--- config.mk ---
export PLATFORM = sky130hd
export DESIGN_NAME = dbg_event_counter
export DESIGN_NICKNAME = d
export VERILOG_FILES = /design/src/rtl/dbgcnt_pkg.sv /design/src/rtl/dbgcnt_src_mux.sv /design/src/rtl/dbgcnt_arm.sv /design/src/rtl/dbgcnt_down.sv /design/src/rtl/dbg_event_counter.sv
export SDC_FILE = /design/constraint.sdc
export NUM_CORES = 1
export LEC_CHECK = 0
export ABC_AREA = 1
export BUFFER_PORTS_ARGS = -buffer_cell sky130_fd_sc_hd__buf_2
export CORE_ASPECT_RATIO = 0.5
export CORE_MARGIN = 5
export CORE_UTILIZATION = 35
export CTS_CLUSTER_SIZE = 30
export DETAILED_ROUTE_END_ITERATION = 8
export GPL_TIMING_DRIVEN = 0
export PLACE_DENSITY = 0.57
export SYNTH_ARGS = -nofsm -noshare
export SYNTH_HDL_FRONTEND = slang
export SYNTH_SLANG_ARGS = --single-unit
--- constraint.sdc ---
create_clock -name clk -period 1.95 [get_ports clk]
set_input_delay 0.39 -clock clk [delete_from_list [all_inputs] [get_ports clk]]
set_output_delay 0.39 -clock clk [all_outputs]
set_load 0.02 [all_outputs]
--- src/rtl/dbgcnt_pkg.sv ---
// Package: shared field widths, code points and the control register layout
// for the debug event counter. Assumes 4-bit enable and select fields.
package dbgcnt_pkg;

    localparam int FIELD_W = 4;

    // Enable field code points
    localparam logic [FIELD_W-1:0] EN_OFF      = 4'h0;
    localparam logic [FIELD_W-1:0] EN_RUN      = 4'hF;
    localparam logic [FIELD_W-1:0] EN_LAST_ARM = 4'hA;

    // Select field code points
    localparam int                 SEL_CODES   = 1 << FIELD_W;
    localparam int                 SEL_CLOCK   = 12;
    localparam logic [FIELD_W-1:0] SEL_RSVD    = 4'hF;

    // Control register image: enable in the upper nibble, select in the lower
    typedef struct packed {
        logic [FIELD_W-1:0] en;
        logic [FIELD_W-1:0] sel;
    } ctrl_t;

endpackage

--- src/rtl/dbgcnt_src_mux.sv ---
// Module: selects the event source to count from the 4-bit select code.
// Codes below SEL_CLOCK map straight onto evt_i. SEL_CLOCK counts every cycle.
// Codes above it map onto evt_i shifted down by one. Anything past the
// inputs (the reserved top code) never hits. Purely combinational.
module dbgcnt_src_mux
    import dbgcnt_pkg::*;
#(
    parameter int NUM_EVT = 14
) (
    input  logic [FIELD_W-1:0]  sel,
    input  logic [NUM_EVT-1:0]  evt_i,
    output logic                hit
);

    logic [SEL_CODES-1:0] code_hit;

    // One hit term per select code, chosen at elaboration
    for (genvar c = 0; c < SEL_CODES; c++) begin : g_code
        if (c == SEL_CLOCK) begin : g_clk
            assign code_hit[c] = 1'b1;
        end else if (c < SEL_CLOCK && c < NUM_EVT) begin : g_low
            assign code_hit[c] = evt_i[c];
        end else if (c > SEL_CLOCK && (c - 1) < NUM_EVT) begin : g_high
            assign code_hit[c] = evt_i[c-1];
        end else begin : g_none
            assign code_hit[c] = 1'b0;
        end
    end

    // Pick the term for the current select code
    always_comb hit = code_hit[sel];

endmodule

--- src/rtl/dbgcnt_arm.sv ---
// Module: holds the control register and decides when an armed counter starts.
// Enable codes 1..NUM_TRIG arm on trig_i[code-1]. The last trigger is the
// external pin and is qualified by ext_in_mode. On a firing trigger the enable
// field becomes the run code on the next edge. A software write in the same
// cycle wins. first_counts flags a firing trigger that is also the selected
// source (trigger k pairs with select code k for all but the pin trigger).
module dbgcnt_arm
    import dbgcnt_pkg::*;
#(
    parameter int NUM_TRIG = 10
) (
    input  logic                clk,
    input  logic                rst_n,
    input  logic                ctrl_wr,
    input  ctrl_t               ctrl_wdata,
    input  logic [NUM_TRIG-1:0] trig_i,
    input  logic                ext_in_mode,
    output ctrl_t               ctrl,
    output logic                running,
    output logic                arm_fire,
    output logic                first_counts
);

    localparam logic [FIELD_W-1:0] LAST_SAME = FIELD_W'(NUM_TRIG - 1);

    logic [NUM_TRIG-1:0] code_fire;
    logic                same_src;

    // Per-trigger match of the armed code against its trigger input
    for (genvar k = 0; k < NUM_TRIG; k++) begin : g_trig
        if (k == NUM_TRIG - 1) begin : g_pin
            assign code_fire[k] = (ctrl.en == FIELD_W'(k + 1)) & trig_i[k] & ext_in_mode;
        end else begin : g_det
            assign code_fire[k] = (ctrl.en == FIELD_W'(k + 1)) & trig_i[k];
        end
    end

    // Decode run state, trigger fire and the same-source condition
    always_comb begin
        running      = (ctrl.en == EN_RUN);
        arm_fire     = |code_fire;
        same_src     = (ctrl.en != EN_OFF) && (ctrl.en <= LAST_SAME) &&
                       (ctrl.sel == ctrl.en - FIELD_W'(1));
        first_counts = arm_fire && same_src;
    end

    // Control register: software write first, then the hardware rewrite
    always_ff @(posedge clk) begin
        if (!rst_n) begin
            ctrl <= '0;
        end else if (ctrl_wr) begin
            ctrl <= ctrl_wdata;
        end else if (arm_fire) begin
            ctrl.en <= EN_RUN;
        end
    end

    a_r3_fire_sets_run: assert property (@(posedge clk) disable iff (!rst_n)
        arm_fire && !ctrl_wr |=> ctrl.en == EN_RUN);

    a_r10_reserved_no_fire: assert property (@(posedge clk) disable iff (!rst_n)
        (ctrl.en > EN_LAST_ARM || ctrl.en == EN_OFF) |-> !arm_fire);

    a_r12_ctrl_write_wins: assert property (@(posedge clk) disable iff (!rst_n)
        ctrl_wr |=> ctrl == $past(ctrl_wdata));

endmodule

--- src/rtl/dbgcnt_down.sv ---
// Module: the value register, a down-counter with a forced-zero top bit.
// A load takes the lower VAL_W-1 bits and beats any step. A step decrements
// only while the value is non-zero. The step that reaches zero raises done for
// exactly one cycle, aligned with the value reading zero.
module dbgcnt_down #(
    parameter int VAL_W = 32
) (
    input  logic             clk,
    input  logic             rst_n,
    input  logic             load,
    input  logic [VAL_W-1:0] load_data,
    input  logic             step,
    output logic [VAL_W-1:0] value,
    output logic             done
);

    localparam int CNT_W = VAL_W - 1;

    // Load, decrement-with-floor and the registered done pulse
    always_ff @(posedge clk) begin
        if (!rst_n) begin
            value <= '0;
            done  <= 1'b0;
        end else begin
            done <= 1'b0;
            if (load) begin
                value <= {1'b0, load_data[CNT_W-1:0]};
            end else if (step && value != '0) begin
                value <= value - VAL_W'(1);
                done  <= (value == VAL_W'(1));
            end
        end
    end

    a_r11_msb_clear: assert property (@(posedge clk) disable iff (!rst_n)
        value[VAL_W-1] == 1'b0);

    a_r6_step_by_one: assert property (@(posedge clk) disable iff (!rst_n)
        step && !load && value != '0 |=> value == $past(value) - VAL_W'(1));

    a_r7_done_at_zero: assert property (@(posedge clk) disable iff (!rst_n)
        done |-> value == '0);

    a_r7_single_pulse: assert property (@(posedge clk) disable iff (!rst_n)
        done |=> !done);

    a_r7_hold_at_zero: assert property (@(posedge clk) disable iff (!rst_n)
        value == '0 && !load |=> value == '0 && !done);

endmodule

--- src/rtl/dbg_event_counter.sv ---
// Module: top of the armable debug event counter. Splits the write port between
// the control and value registers and routes the selected source into the
// down-counter. A step is either a selected event while running, or the
// arming event itself when it is the counted source. Assumes single-cycle
// write strobes and inputs synchronous to clk.
module dbg_event_counter
    import dbgcnt_pkg::*;
#(
    parameter int VAL_W    = 32,
    parameter int NUM_TRIG = 10,
    parameter int NUM_EVT  = 14
) (
    input  logic                 clk,
    input  logic                 rst_n,
    input  logic                 reg_wr,
    input  logic                 reg_sel,
    input  logic [VAL_W-1:0]     reg_wdata,
    input  logic [NUM_TRIG-1:0]  trig_i,
    input  logic                 ext_in_mode,
    input  logic [NUM_EVT-1:0]   evt_i,
    output logic [2*FIELD_W-1:0] ctrl_q,
    output logic [VAL_W-1:0]     value_q,
    output logic                 count_done
);

    logic  ctrl_wr;
    logic  val_wr;
    ctrl_t ctrl;
    logic  running;
    logic  arm_fire;
    logic  first_counts;
    logic  src_hit;
    logic  count_step;

    // Write decode and step selection
    always_comb begin
        ctrl_wr    = reg_wr && !reg_sel;
        val_wr     = reg_wr && reg_sel;
        count_step = (running && src_hit) || first_counts;
        ctrl_q     = ctrl;
    end

    dbgcnt_arm #(.NUM_TRIG(NUM_TRIG)) u_arm (
        .clk          (clk),
        .rst_n        (rst_n),
        .ctrl_wr      (ctrl_wr),
        .ctrl_wdata   (ctrl_t'(reg_wdata[2*FIELD_W-1:0])),
        .trig_i       (trig_i),
        .ext_in_mode  (ext_in_mode),
        .ctrl         (ctrl),
        .running      (running),
        .arm_fire     (arm_fire),
        .first_counts (first_counts)
    );

    dbgcnt_src_mux #(.NUM_EVT(NUM_EVT)) u_mux (
        .sel   (ctrl.sel),
        .evt_i (evt_i),
        .hit   (src_hit)
    );

    dbgcnt_down #(.VAL_W(VAL_W)) u_down (
        .clk       (clk),
        .rst_n     (rst_n),
        .load      (val_wr),
        .load_data (reg_wdata),
        .step      (count_step),
        .value     (value_q),
        .done      (count_done)
    );

    a_r5_foreign_trigger_uncounted: assert property (@(posedge clk) disable iff (!rst_n)
        arm_fire && !first_counts && !val_wr |=> $stable(value_q));

    a_r10_reserved_select_idle: assert property (@(posedge clk) disable iff (!rst_n)
        ctrl.sel == SEL_RSVD && !val_wr |=> $stable(value_q));

    a_r12_value_write_wins: assert property (@(posedge clk) disable iff (!rst_n)
        val_wr |=> value_q == {1'b0, $past(reg_wdata[VAL_W-2:0])});

endmodule

==> run_results.csv, run 1 <==
group,metric,value,unit
global_routing,globalRouteTotalUtil,19.66,%
logic_synthesis,yosysUniqueCellTypes,30,
pwr,finalPower,3.318,mW
sta,fin_ws,-0.005480,ns
placed_design,dp_cells,835,
detailed_routing,totalWireLength,12540,µm
detailed_routing,remaining_drc_errors,0,
detailed_routing,overall_via_count_from_detail_route,4158,
clock_tree,cts_hold_buffers,0,
outcome,status,"finished with violations",
logic_synthesis,postSynthAreaPerCell,5.850,µm²
global_routing,antenna_found_initial,0,
placed_design,globalplace.congestion,0.8854,
worst_setup_path,endpoint_kind,"flop",
logic_synthesis,top_post_synthesis_cells_by_area,"dfxtp_1 (23%), nand2_1 (18%), nor2_1 (13%)",
worst_hold_path,min_delay_path_depth,3,
worst_setup_path,criticalPathCategory,"flop to flop",
final_layout,syn2layout_area_growth,33.27,%
logic_synthesis,netlist.top_cell.by_area,"dfxtp_1",
pwr,ir_drop_worst_vdd,364.9,µV
sta,worst_slew_pin_slew,0.7032,ns
worst_setup_path,worst_r2r_startpoint,"u_arm.ctrl[4]",
clock_tree,cts.root.buffer_cell,"clkbuf_16",
final_layout,fin_nets,788,
sta,number_of_endpoints_with_negative_hold_slack_in_the_final_report,0,
clock_tree,insertion_delay,0.30,ns
logic_synthesis,synthesis.area,3516,µm²
clock_tree,htree_num_levels,2,
sta,rsz0062_at_grt,"true",
worst_setup_path,crit_path_end,"u_down.value[23]",
worst_setup_path,worstRegToRegCells,14,
clock_tree,worst_path_clk_slew,0.07,ns
pwr,power_per_cell_area,708.2,nW/µm²
floorplanning,std_cell_rows,25,
sta,timing.final.crit_period,1.955,ns
final_layout,final_cells,856,
global_routing,grt.overflow.total,0,
logic_synthesis,synth-seq-area-share,23.35,%
sta,timing.setup.tns,-0.005480,ns
pwr,power.static_leakage,2.510,nW
floorplanning,floorplan.die_area,12270,µm²
logic_synthesis,ys_seq_elements,41,
placed_design,postPlaceCellArea,4183,µm²
worst_setup_path,cp_slowest_cell,"dfxtp_4",
worst_setup_path,r2r_setup_slack,-0.005,ns
worst_setup_path,cp_cell_sequence,"buf_4, ha_4, nand3_1, nand2_1, inv_1, nor2_1, nand2_1, nor2_2, nand2_4, nand2_8, nand2_8, buf_12, a21oi_1, nor2_1",
clock_tree,cts-root-to-sink-buffers,2,
sta,final_max_slew_viol_count,0,
worst_setup_path,crit_path_start,"u_arm.ctrl[4]",
final_layout,post-route-util,48.64,%
outcome,failed_checks,"setup timing",
run,max_cap_violations,0,
detailed_routing,ant_nets,0,
detailed_routing,route.detailed.wl_per_inst,14.65,µm
final_layout,number_of_diodes_added_for_antenna_fixing,0,
sta,slew_headroom,53.12,%
worst_hold_path,min-delay-path-class,"input port to flop",
worst_setup_path,worst_ep_required_time,2.14,ns
floorplanning,core-area,9634,µm²
sta,fin_worst_skew,0.007963,ns
detailed_routing,route.detailed.vias_per_inst,4.857,
floorplanning,start_util,36.49,%
worst_setup_path,critPathArrivalTime,2.14,ns
logic_synthesis,ys_warn_count,0,
final_layout,drive_above_1_share,27.46,%
detailed_routing,drt_pass1_iterations,5,
worst_setup_path,cp_slowest_stage_delay,0.38,ns
detailed_routing,initialDrtViolationCount,292,
placed_design,preCtsSetupSlack,-0.1755,ns
sta,achievable-frequency,0.5114,GHz
clock_tree,cts_num_sinks,41,
global_routing,via_count_of_the_first_global_routing_pass,3853,
floorplanning,die_w,151.7,µm
worst_setup_path,critical_path.reg2reg.endpoint,"u_down.value[23]",
global_routing,grt_start_max_net_pins,14,
floorplanning,io_pins,102,
logic_synthesis,post_synth_inst_count,601,
logic_synthesis,area_share_of_the_largest_cell_type_after_synthesis,23.35,%
sta,finalSetupViolations,1,
clock_tree,tritoncts,"done",
sta,hold_slack,0.3568,ns
global_routing,first_pass_grt_wire_length,19180,µm
floorplanning,chipHeight,80.87,µm
sta,period_utilization_post_route,100.3,%
placed_design,io_buffer_count,99,
logic_synthesis,syn-num-nets,669,
final_layout,postLayoutCellArea,4686,µm²
placed_design,hpwlAfterDp,9358,µm
worst_setup_path,critical_path.max_fanout,10,
clock_tree,cts_inserted_buffers,5,
worst_setup_path,start_kind,"flop",
## Yosys cell counts, drive strengths merged
cell type,instances
clkbuf,14
nor3,2
nand2,171
nor4,1
a31oi,3
o21a,1
dfxtp,41
xnor2,4
buf,10
a21oi,41
nand3,55
nand4,5
o21ai,26
o211ai,4
xor2,15
inv,68
nor2,133
ha,7
## metal layers
| layer | vias up | global-route usage, % | wire (µm) |
|---|---|---|---|
| li1 | 2128 | - | - |
| met1 | 1868 | 28.19 | 6234 |
| met4 | 0 | 4.839 | 125 |
| met3 | 14 | 3.623 | 923 |
| met2 | 148 | 30.49 | 5255 |
| met5 | - | 0 | 0 |
## registers in the layout (all words and copies together) (netlist names)
register and count:
u_arm.ctrl 8, u_down.done 1, u_down.value 32
## power by group
part	switching (mW)	internal [mW]
Sequential	0.114	0.923
Combinational	0.902	0.537
Clock	0.372	0.470
## cell families (layout without fill, tap and decap cells)
logic type | count (synthesis) | in the layout | synth area share [%]
compound gates | 75 | 75 | 11.14
xor+xnor | 19 | 19 | 4.733
fa+ha+maj | 7 | 7 | 2.491
buf+inv | 92 | 210 | 11.46
flops | 41 | 41 | 23.35
simple gates | 367 | 369 | 46.83
## cell type report
cell class / instances / area [µm²]
fillers: 1067 / 4949
multi-input cells: 470 / 2449
flip-flops and latches: 41 / 830.8
repair buffers: 110 / 648.1
inverters: 68 / 267.8
plain buffers: 24 / 178.9
well taps: 135 / 168.9
clock buffers: 5 / 125.1
clock inverters: 3 / 17.52
## cells in the final DEF, fill, tap and decap left out, types with 4 or more instances in the layout
| cell | n |
|---|---|
| a21oi_2 | 11 |
| buf_2 | 101 |
| nor2_1 | 120 |
| xnor2_1 | 4 |
| o211ai_1 | 4 |
| dfxtp_1 | 35 |
| o21ai_0 | 26 |
| a21oi_1 | 30 |
| xor2_1 | 15 |
| nand2_1 | 167 |
| dfxtp_2 | 5 |
| nand3_2 | 22 |
| clkbuf_16 | 9 |
| nand3_1 | 32 |
| clkbuf_1 | 14 |
| nand4_1 | 5 |
| nor2_2 | 10 |
| buf_4 | 7 |
| inv_1 | 62 |
## critical path: cells and delay by family (launching register included)
kind                       cells  cell delay, ns
AOI/OAI and AO/OA              1            0.13
adders and majority gates      1            0.15
buffers and inverters          3            0.38
DFF                            1            0.38
and+or+nand+nor                9            0.79
## worst min path at each step
stage | slack, ns | to | startpoint
floorplan | 0.54 | u_arm.ctrl[4] | reg_wdata[4]
global placement | 0.48 | u_down.value[31] | u_down.value[31]
detailed placement | 0.48 | u_down.value[31] | u_down.value[31]
CTS | 0.35 | u_arm.ctrl[5] | reg_wdata[5]
global route | 0.38 | u_arm.ctrl[4] | reg_wdata[4]
finish | 0.36 | u_arm.ctrl[5] | reg_wdata[5]
## what timing repair did
action	CTS	global route
gates cloned	0	6
pin swaps	1	10
endpoints found under the setup margin	33	33
resized for setup	6	44
setup buffers	3	4
(Power assumes the default switching activity.)
==> run 2, diff against run 1 <==
--- a/config.mk
+++ b/config.mk
@@ -13,7 +13,8 @@
 export CTS_CLUSTER_SIZE = 30
 export DETAILED_ROUTE_END_ITERATION = 8
 export GPL_TIMING_DRIVEN = 0
-export PLACE_DENSITY = 0.57
+export PLACE_DENSITY = 0.55
 export SYNTH_ARGS = -nofsm -noshare
 export SYNTH_HDL_FRONTEND = slang
+export SYNTH_HIERARCHICAL = 1
 export SYNTH_SLANG_ARGS = --single-unit
==> constraint.sdc (replaced) <==
create_clock -name clk -period 1.9 [get_ports clk]
set_input_delay 0.38 -clock clk [delete_from_list [all_inputs] [get_ports clk]]
set_output_delay 0.38 -clock clk [all_outputs]
set_load 0.02 [all_outputs]
==> run 2 against run 1 <==
Against the previous run:
- the run still ends with setup timing left
- register-to-register slack got worse by 0.21 ns
- fmax is 7.5% lower
- design area is 5.7% lower
- via count is 4.8% lower
- clock power rose by 20%
- utilization down 1.2 points
- sequential power hardly changed
- combinational power is 3% lower
- setup slack got worse by 0.21 ns
- count of clock-buffer cells in the layout grew 2
- critical path type unchanged
- highest routed layer unchanged
==> run_results.csv, run 2 <==
group,metric,value,unit
worst_setup_path,crit_path_start,"u_arm/ctrl[5]",
global_routing,grt.overflow.total,0,
sta,timing.final.crit_period,2.113,ns
floorplanning,core-area,9321,µm²
sta,period_utilization_post_route,111.2,%
clock_tree,cts-root-to-sink-buffers,2,
placed_design,hpwlAfterDp,8590,µm
placed_design,globalplace.congestion,0.9614,
global_routing,first_pass_grt_wire_length,17970,µm
sta,number_of_endpoints_with_negative_hold_slack_in_the_final_report,0,
logic_synthesis,synth_ff_type,"dfxtp_1",
sta,rsz0062_at_grt,"true",
final_layout,regMostFlops,"u_down/value",
logic_synthesis,netlist.top_cell.by_area,"dfxtp_1",
worst_setup_path,critPathArrivalTime,2.26,ns
logic_synthesis,ys_seq_elements,41,
logic_synthesis,share_of_async_settable_or_async_resettable_flops_after_synthesis,0,%
logic_synthesis,synth_commonest_cells,"nand2_1 (185), nor2_1 (122), inv_1 (62)",
logic_synthesis,ys_warn_count,6,
sta,timing.setup.tns,-5.328,ns
final_layout,layout_common_cells,"nand2_1 (173), nor2_1 (112), buf_2 (100)",
worst_setup_path,r2r_setup_slack,-0.21,ns
sta,fin_worst_skew,0.006360,ns
global_routing,grt_start_max_net_pins,18,
floorplanning,floorplan.die_area,11580,µm²
logic_synthesis,post_synth_inst_count,584,
clock_tree,tritoncts,"done",
detailed_routing,remaining_drc_errors,0,
logic_synthesis,postSynthAreaPerCell,5.648,µm²
sta,final_max_slew_viol_count,0,
sta,finalSetupViolations,33,
detailed_routing,initialDrtViolationCount,286,
clock_tree,cts_num_sinks,41,
final_layout,fin_nets,769,
worst_setup_path,start_kind,"flop",
worst_setup_path,endpoint_kind,"flop",
worst_setup_path,criticalPathCategory,"flop to flop",
logic_synthesis,area_share_of_the_largest_cell_type_after_synthesis,24.89,%
logic_synthesis,yosysUniqueCellTypes,35,
detailed_routing,totalWireLength,11200,µm
sta,achievable-frequency,0.4732,GHz
detailed_routing,ant_nets,0,
final_layout,post-route-util,47.41,%
logic_synthesis,synthesis.area,3298,µm²
final_layout,largestRegisters,"u_down/value: 32 flops, u_arm/ctrl: 8 flops, u_down/done: 1 flops",
clock_tree,insertion_delay,0.29,ns
global_routing,globalRouteTotalUtil,18.95,%
final_layout,mostFrequentLayoutCell,"nand2_1",
floorplanning,io_pins,102,
sta,fin_ws,-0.2132,ns
logic_synthesis,synth_edf_count,0,
placed_design,preCtsSetupSlack,-0.2493,ns
detailed_routing,drt_pass1_iterations,5,
sta,slew_headroom,57.88,%
placed_design,io_buffer_count,100,
final_layout,syn2layout_area_growth,33.99,%
worst_setup_path,worst_ep_required_time,2.05,ns
worst_setup_path,critical_path.max_fanout,7,
worst_hold_path,timing.hold.worst.start,"reg_wdata[2]",
detailed_routing,overall_via_count_from_detail_route,3960,
pwr,ir_drop_worst_vdd,323.4,µV
global_routing,antenna_found_initial,0,
worst_hold_path,min-delay-path-class,"input port to flop",
final_layout,postLayoutCellArea,4419,µm²
final_layout,drive_above_1_share,26.92,%
final_layout,number_of_diodes_added_for_antenna_fixing,0,
floorplanning,std_cell_rows,25,
clock_tree,cts_inserted_buffers,5,
placed_design,postPlaceCellArea,3988,µm²
run,max_cap_violations,0,
logic_synthesis,synth-seq-area-share,24.89,%
clock_tree,worst_path_clk_slew,0.06,ns
clock_tree,htree_num_levels,2,
outcome,failed_checks,"setup timing",
floorplanning,start_util,35.38,%
floorplanning,die_w,147.3,µm
clock_tree,cts.root.buffer_cell,"clkbuf_16",
worst_setup_path,worst_r2r_startpoint,"u_arm/ctrl[5]",
logic_synthesis,syn-num-nets,652,
detailed_routing,route.detailed.vias_per_inst,4.812,
floorplanning,chipHeight,78.64,µm
logic_synthesis,top_post_synthesis_cells_by_area,"dfxtp_1 (25%), nand2_1 (21%), nor2_1 (14%)",
pwr,power.static_leakage,2.270,nW
sta,worst_slew_pin_slew,0.6318,ns
pwr,finalPower,3.443,mW
global_routing,via_count_of_the_first_global_routing_pass,3584,
logic_synthesis,most_common_cell_in_the_synthesized_netlist,"nand2_1",
final_layout,largest_reg_flops,32,
detailed_routing,route.detailed.wl_per_inst,13.60,µm
pwr,power_per_cell_area,779.1,nW/µm²
outcome,status,"finished with violations",
==> run 2: final cells by class <==
| class | instances | area (µm²) |
|---|---|---|
| clock inverter | 1 | 30.03 |
| tap | 121 | 151.4 |
| sequential | 41 | 828.3 |
| inverter | 69 | 274.0 |
| multi-input combinational | 460 | 2296 |
| buffer | 14 | 101.3 |
| clock buffer | 7 | 142.6 |
| fill | 1031 | 4902 |
| timing repair buffer | 110 | 595.6 |
==> run 2: repair_timing <==
item,in CTS,in global routing
pin swaps,5,15
gates cloned,1,1
hold buffers,0,0
setup endpoints to repair,33,33
resized for setup,19,37
setup buffers,5,3
==> run 2: path summary, 6_finish.rpt <==
kind	endpoint	cells after the start
setup / recovery	u_down/value[12]	15
hold / removal	u_arm/ctrl[2]	3
hold reg to reg	u_down/value[0]	2
setup reg to reg	u_down/value[12]	15
==> run 2: cells by family after synthesis <==
logic type | share of synthesized area [%]
AO/OA/AOI/OAI | 7.929
XOR/XNOR | 3.452
adder cells (fa/ha/maj) | 2.655
buffers and inverters | 10.55
flip-flops | 24.89
AND/OR/NAND/NOR | 50.53
==> run 2: worst max-delay path, cell delays in order (launching register included) <==
cell,delay (ns)
dfxtp_4,0.38
inv_4,0.05
ha_4,0.25
xor2_1,0.15
nand3_1,0.11
a21oi_2,0.11
nand2_1,0.07
nor2_1,0.09
inv_1,0.07
nand2_4,0.11
o21ai_4,0.13
nand2_4,0.15
inv_4,0.06
buf_6,0.14
nand2_2,0.06
a21oi_2,0.05
==> run 2: layer usage <==
layer / vias up / share of wire [%] / global-route usage, % / wire (µm)
met4: 0 / 0.71 / 3.160 / 80
met3: 7 / 6.7 / 3.230 / 753
li1: 2050 / - / - / -
met1: 1774 / 49 / 27.57 / 5537
met2: 129 / 43 / 29.77 / 4824
met5: - / 0 / 0 / 0
==> run 2: report_power, final <==
group          switching (mW)  leakage, nW  total [mW]  internal (mW)
clock                   0.351       0.0841        1.01          0.657
combinational           0.903         1.85        1.40          0.501
sequential              0.102        0.337        1.03          0.929
==> run 2: stage by stage <==
step / cells / hold slack [ns]
floorplan: 584 / 0.4776
global placement: 805 / 0.4981
detailed placement: 805 / 0.5054
CTS: 819 / 0.3387
global route: 823 / 0.3595
finish: 823 / 0.3401
==> run 3, diff against run 2 <==
--- a/config.mk
+++ b/config.mk
@@ -9,11 +9,13 @@
 export BUFFER_PORTS_ARGS = -buffer_cell sky130_fd_sc_hd__buf_2
 export CORE_ASPECT_RATIO = 0.5
 export CORE_MARGIN = 5
-export CORE_UTILIZATION = 35
+export CORE_UTILIZATION = 54
+export CTS_BUF_LIST = sky130_fd_sc_hd__clkbuf_8
 export CTS_CLUSTER_SIZE = 30
 export DETAILED_ROUTE_END_ITERATION = 8
 export GPL_TIMING_DRIVEN = 0
-export PLACE_DENSITY = 0.55
+export HOLD_SLACK_MARGIN = 0.02
+export PLACE_DENSITY = 0.81
 export SYNTH_ARGS = -nofsm -noshare
 export SYNTH_HDL_FRONTEND = slang
 export SYNTH_HIERARCHICAL = 1
==> run 3 against run 2 <==
Against the previous run:
- the flow still finishes with violations (setup timing)
- clock skew grew 0.0010 ns
- register-to-register slack lost 0.08 ns
- flip-flop and latch count is the same
- global-route usage grew 6.6 points
- first-iteration DRC count grew 23%
- critical path type unchanged
- largest cell class unchanged
- highest routed layer unchanged
==> run_results.csv, run 3 (synthesized netlist as in run 2, its figures left out) <==
group,metric,value,unit
outcome,status,"finished with violations",
outcome,failed_checks,"setup timing",
global_routing,grt.overflow.total,0,
pwr,power.static_leakage,2.252,nW
sta,period_utilization_post_route,115.5,%
worst_setup_path,endpoint_kind,"flop",
pwr,ir_drop_worst_vdd,365.6,µV
sta,fin_worst_skew,0.007372,ns
clock_tree,htree_num_levels,2,
final_layout,multi_input_comb_area,2277,µm²
pwr,finalPower,3.169,mW
sta,rsz0062_at_grt,"true",
final_layout,syn2layout_area_growth,30.39,%
clock_tree,insertion_delay,0.30,ns
detailed_routing,drt_pass1_iterations,5,
worst_setup_path,critical_path.max_fanout,7,
worst_setup_path,critPathArrivalTime,2.36,ns
final_layout,largest_reg_flops,32,
sta,timing.final.crit_period,2.195,ns
floorplanning,die_w,120.5,µm
worst_setup_path,worst_ep_required_time,2.06,ns
detailed_routing,remaining_drc_errors,0,
floorplanning,chipHeight,65.26,µm
detailed_routing,overall_via_count_from_detail_route,4039,
floorplanning,io_pins,102,
sta,number_of_endpoints_with_negative_hold_slack_in_the_final_report,0,
floorplanning,floorplan.die_area,7865,µm²
clock_tree,tritoncts,"done",
sta,slew_headroom,58.26,%
final_layout,layout_common_cells,"nand2_1 (178), nor2_1 (116), buf_2 (100)",
clock_tree,cts_inserted_buffers,5,
detailed_routing,route.detailed.vias_per_inst,5.178,
placed_design,hpwlAfterDp,7609,µm
worst_setup_path,worstRegToRegCells,15,
sta,fin_ws,-0.2946,ns
floorplanning,core-area,6006,µm²
sta,worst_slew_pin_slew,0.6261,ns
final_layout,postLayoutCellArea,4300,µm²
clock_tree,worst_path_clk_slew,0.08,ns
placed_design,postPlaceCellArea,3933,µm²
clock_tree,cts.root.buffer_cell,"clkbuf_8",
final_layout,number_of_diodes_added_for_antenna_fixing,0,
run,max_cap_violations,0,
final_layout,final_cells,780,
worst_setup_path,start_kind,"flop",
worst_hold_path,min-delay-path-class,"input port to flop",
floorplanning,start_util,54.92,%
sta,hold_slack,0.3178,ns
sta,finalSetupViolations,33,
final_layout,regMostFlops,"u_down/value",
final_layout,largestRegisters,"u_down/value: 32 flops, u_arm/ctrl: 8 flops, u_down/done: 1 flops",
clock_tree,cts_num_sinks,41,
global_routing,globalRouteTotalUtil,25.54,%
detailed_routing,ant_nets,0,
sta,final_max_slew_viol_count,0,
global_routing,antenna_found_initial,0,
final_layout,number_of_inserted_filler_cells_in_the_final_layout,557,
global_routing,via_count_of_the_first_global_routing_pass,3580,
sta,achievable-frequency,0.4557,GHz
clock_tree,cts-root-to-sink-buffers,2,
global_routing,grt_start_max_net_pins,18,
detailed_routing,route.detailed.wl_per_inst,13.31,µm
placed_design,io_buffer_count,100,
final_layout,mostFrequentLayoutCell,"nand2_1",
final_layout,fin_nets,770,
placed_design,globalplace.congestion,1.025,
floorplanning,std_cell_rows,20,
final_layout,layout.area.seq,828.3,µm²
worst_hold_path,min_delay_path_depth,3,
placed_design,dp_cells,761,
global_routing,first_pass_grt_wire_length,16420,µm
detailed_routing,initialDrtViolationCount,352,
final_layout,drive_above_1_share,26.32,%
worst_setup_path,criticalPathCategory,"flop to flop",
pwr,power_per_cell_area,736.9,nW/µm²
detailed_routing,totalWireLength,10380,µm
==> run 3: cell types whose count changed in the layout (fill, tap and decap cells not counted), moves of 2 or more <==
cell	before	now
clkbuf_8	1	5
nand2_2	13	9
clkbuf_16	5	1
a21oi_2	8	6
nor2_4	4	1
nor2_1	112	116
ha_1	4	2
nand2_1	173	178
a21oi_1	7	9
nor3_1	5	3
nor3_2	0	2
==> run 3: worst max-delay path, stage by stage, from the launching register on <==
cell and delay [ns]:
dfxtp_4 0.41, inv_4 0.06, ha_4 0.27, xor2_2 0.14, nand3_2 0.09, a21oi_2 0.10
nand2_1 0.06, nor2_1 0.12, inv_1 0.09, nand2_4 0.13, o21ai_4 0.12, nand2_4 0.15
inv_4 0.06, buf_6 0.13, nand2_1 0.06, a21oi_1 0.06
==> run 3: through the flow <==
step / utilization, % / worst slack [ns] / setup TNS, ns
after detailed placement: 65.48 / -0.2333 / -5.684
after CTS: 69.13 / -0.1322 / -3.276
after global placement: 65.48 / -0.1981 / -4.746
final: 71.60 / -0.2946 / -7.775
after global routing: 71.60 / -0.4180 / -12.55
after floorplan: - / -0.01368 / -0.2005
==> run 3: final timing paths <==
check	to	startpoint	slack [ns]
max	u_down/value[16]	u_arm/ctrl[4]	-0.29
min	u_arm/ctrl[3]	reg_wdata[3]	0.32
max reg2reg	u_down/value[16]	u_arm/ctrl[4]	-0.29
min reg2reg	u_arm/ctrl[5]	u_arm/ctrl[5]	0.53
==> run 3: layout make-up <==
class | count | share of cell area [%]
plain buffers | 14 | 2.444
clock buffers | 5 | 1.600
clock inverters | 3 | 0.9020
inverters | 69 | 6.372
multi-input cells | 460 | 52.95
flip-flops and latches | 41 | 19.26
well taps | 77 | 2.240
repair buffers | 111 | 14.23
==> run 3: report_power, final <==
group | leakage (nW) | internal (mW) | total (mW) | switching (mW)
Sequential | 0.337 | 0.927 | 1.03 | 0.102
Clock | 0.0593 | 0.385 | 0.703 | 0.318
Combinational | 1.86 | 0.528 | 1.44 | 0.908
==> run 3: what timing repair did <==
action                     in CTS  in global routing
setup endpoints to repair      33                 33
pin swaps                       4                  9
gates cloned                    1                  1
gates resized for setup        20                 26
hold buffers                    0                  0
setup buffers                   6                  4
hold endpoints to repair        0                  0
==> run 3: metal layers <==
metal	vias up	share of wire, %	track usage [%]	wire length (µm)
met1	1781	44	34.31	4578
met4	0	1.8	6.215	183
li1	2050	-	-	-
met3	22	9.9	4.127	1028
met2	186	44	43.22	4590
met5	-	0	0	0
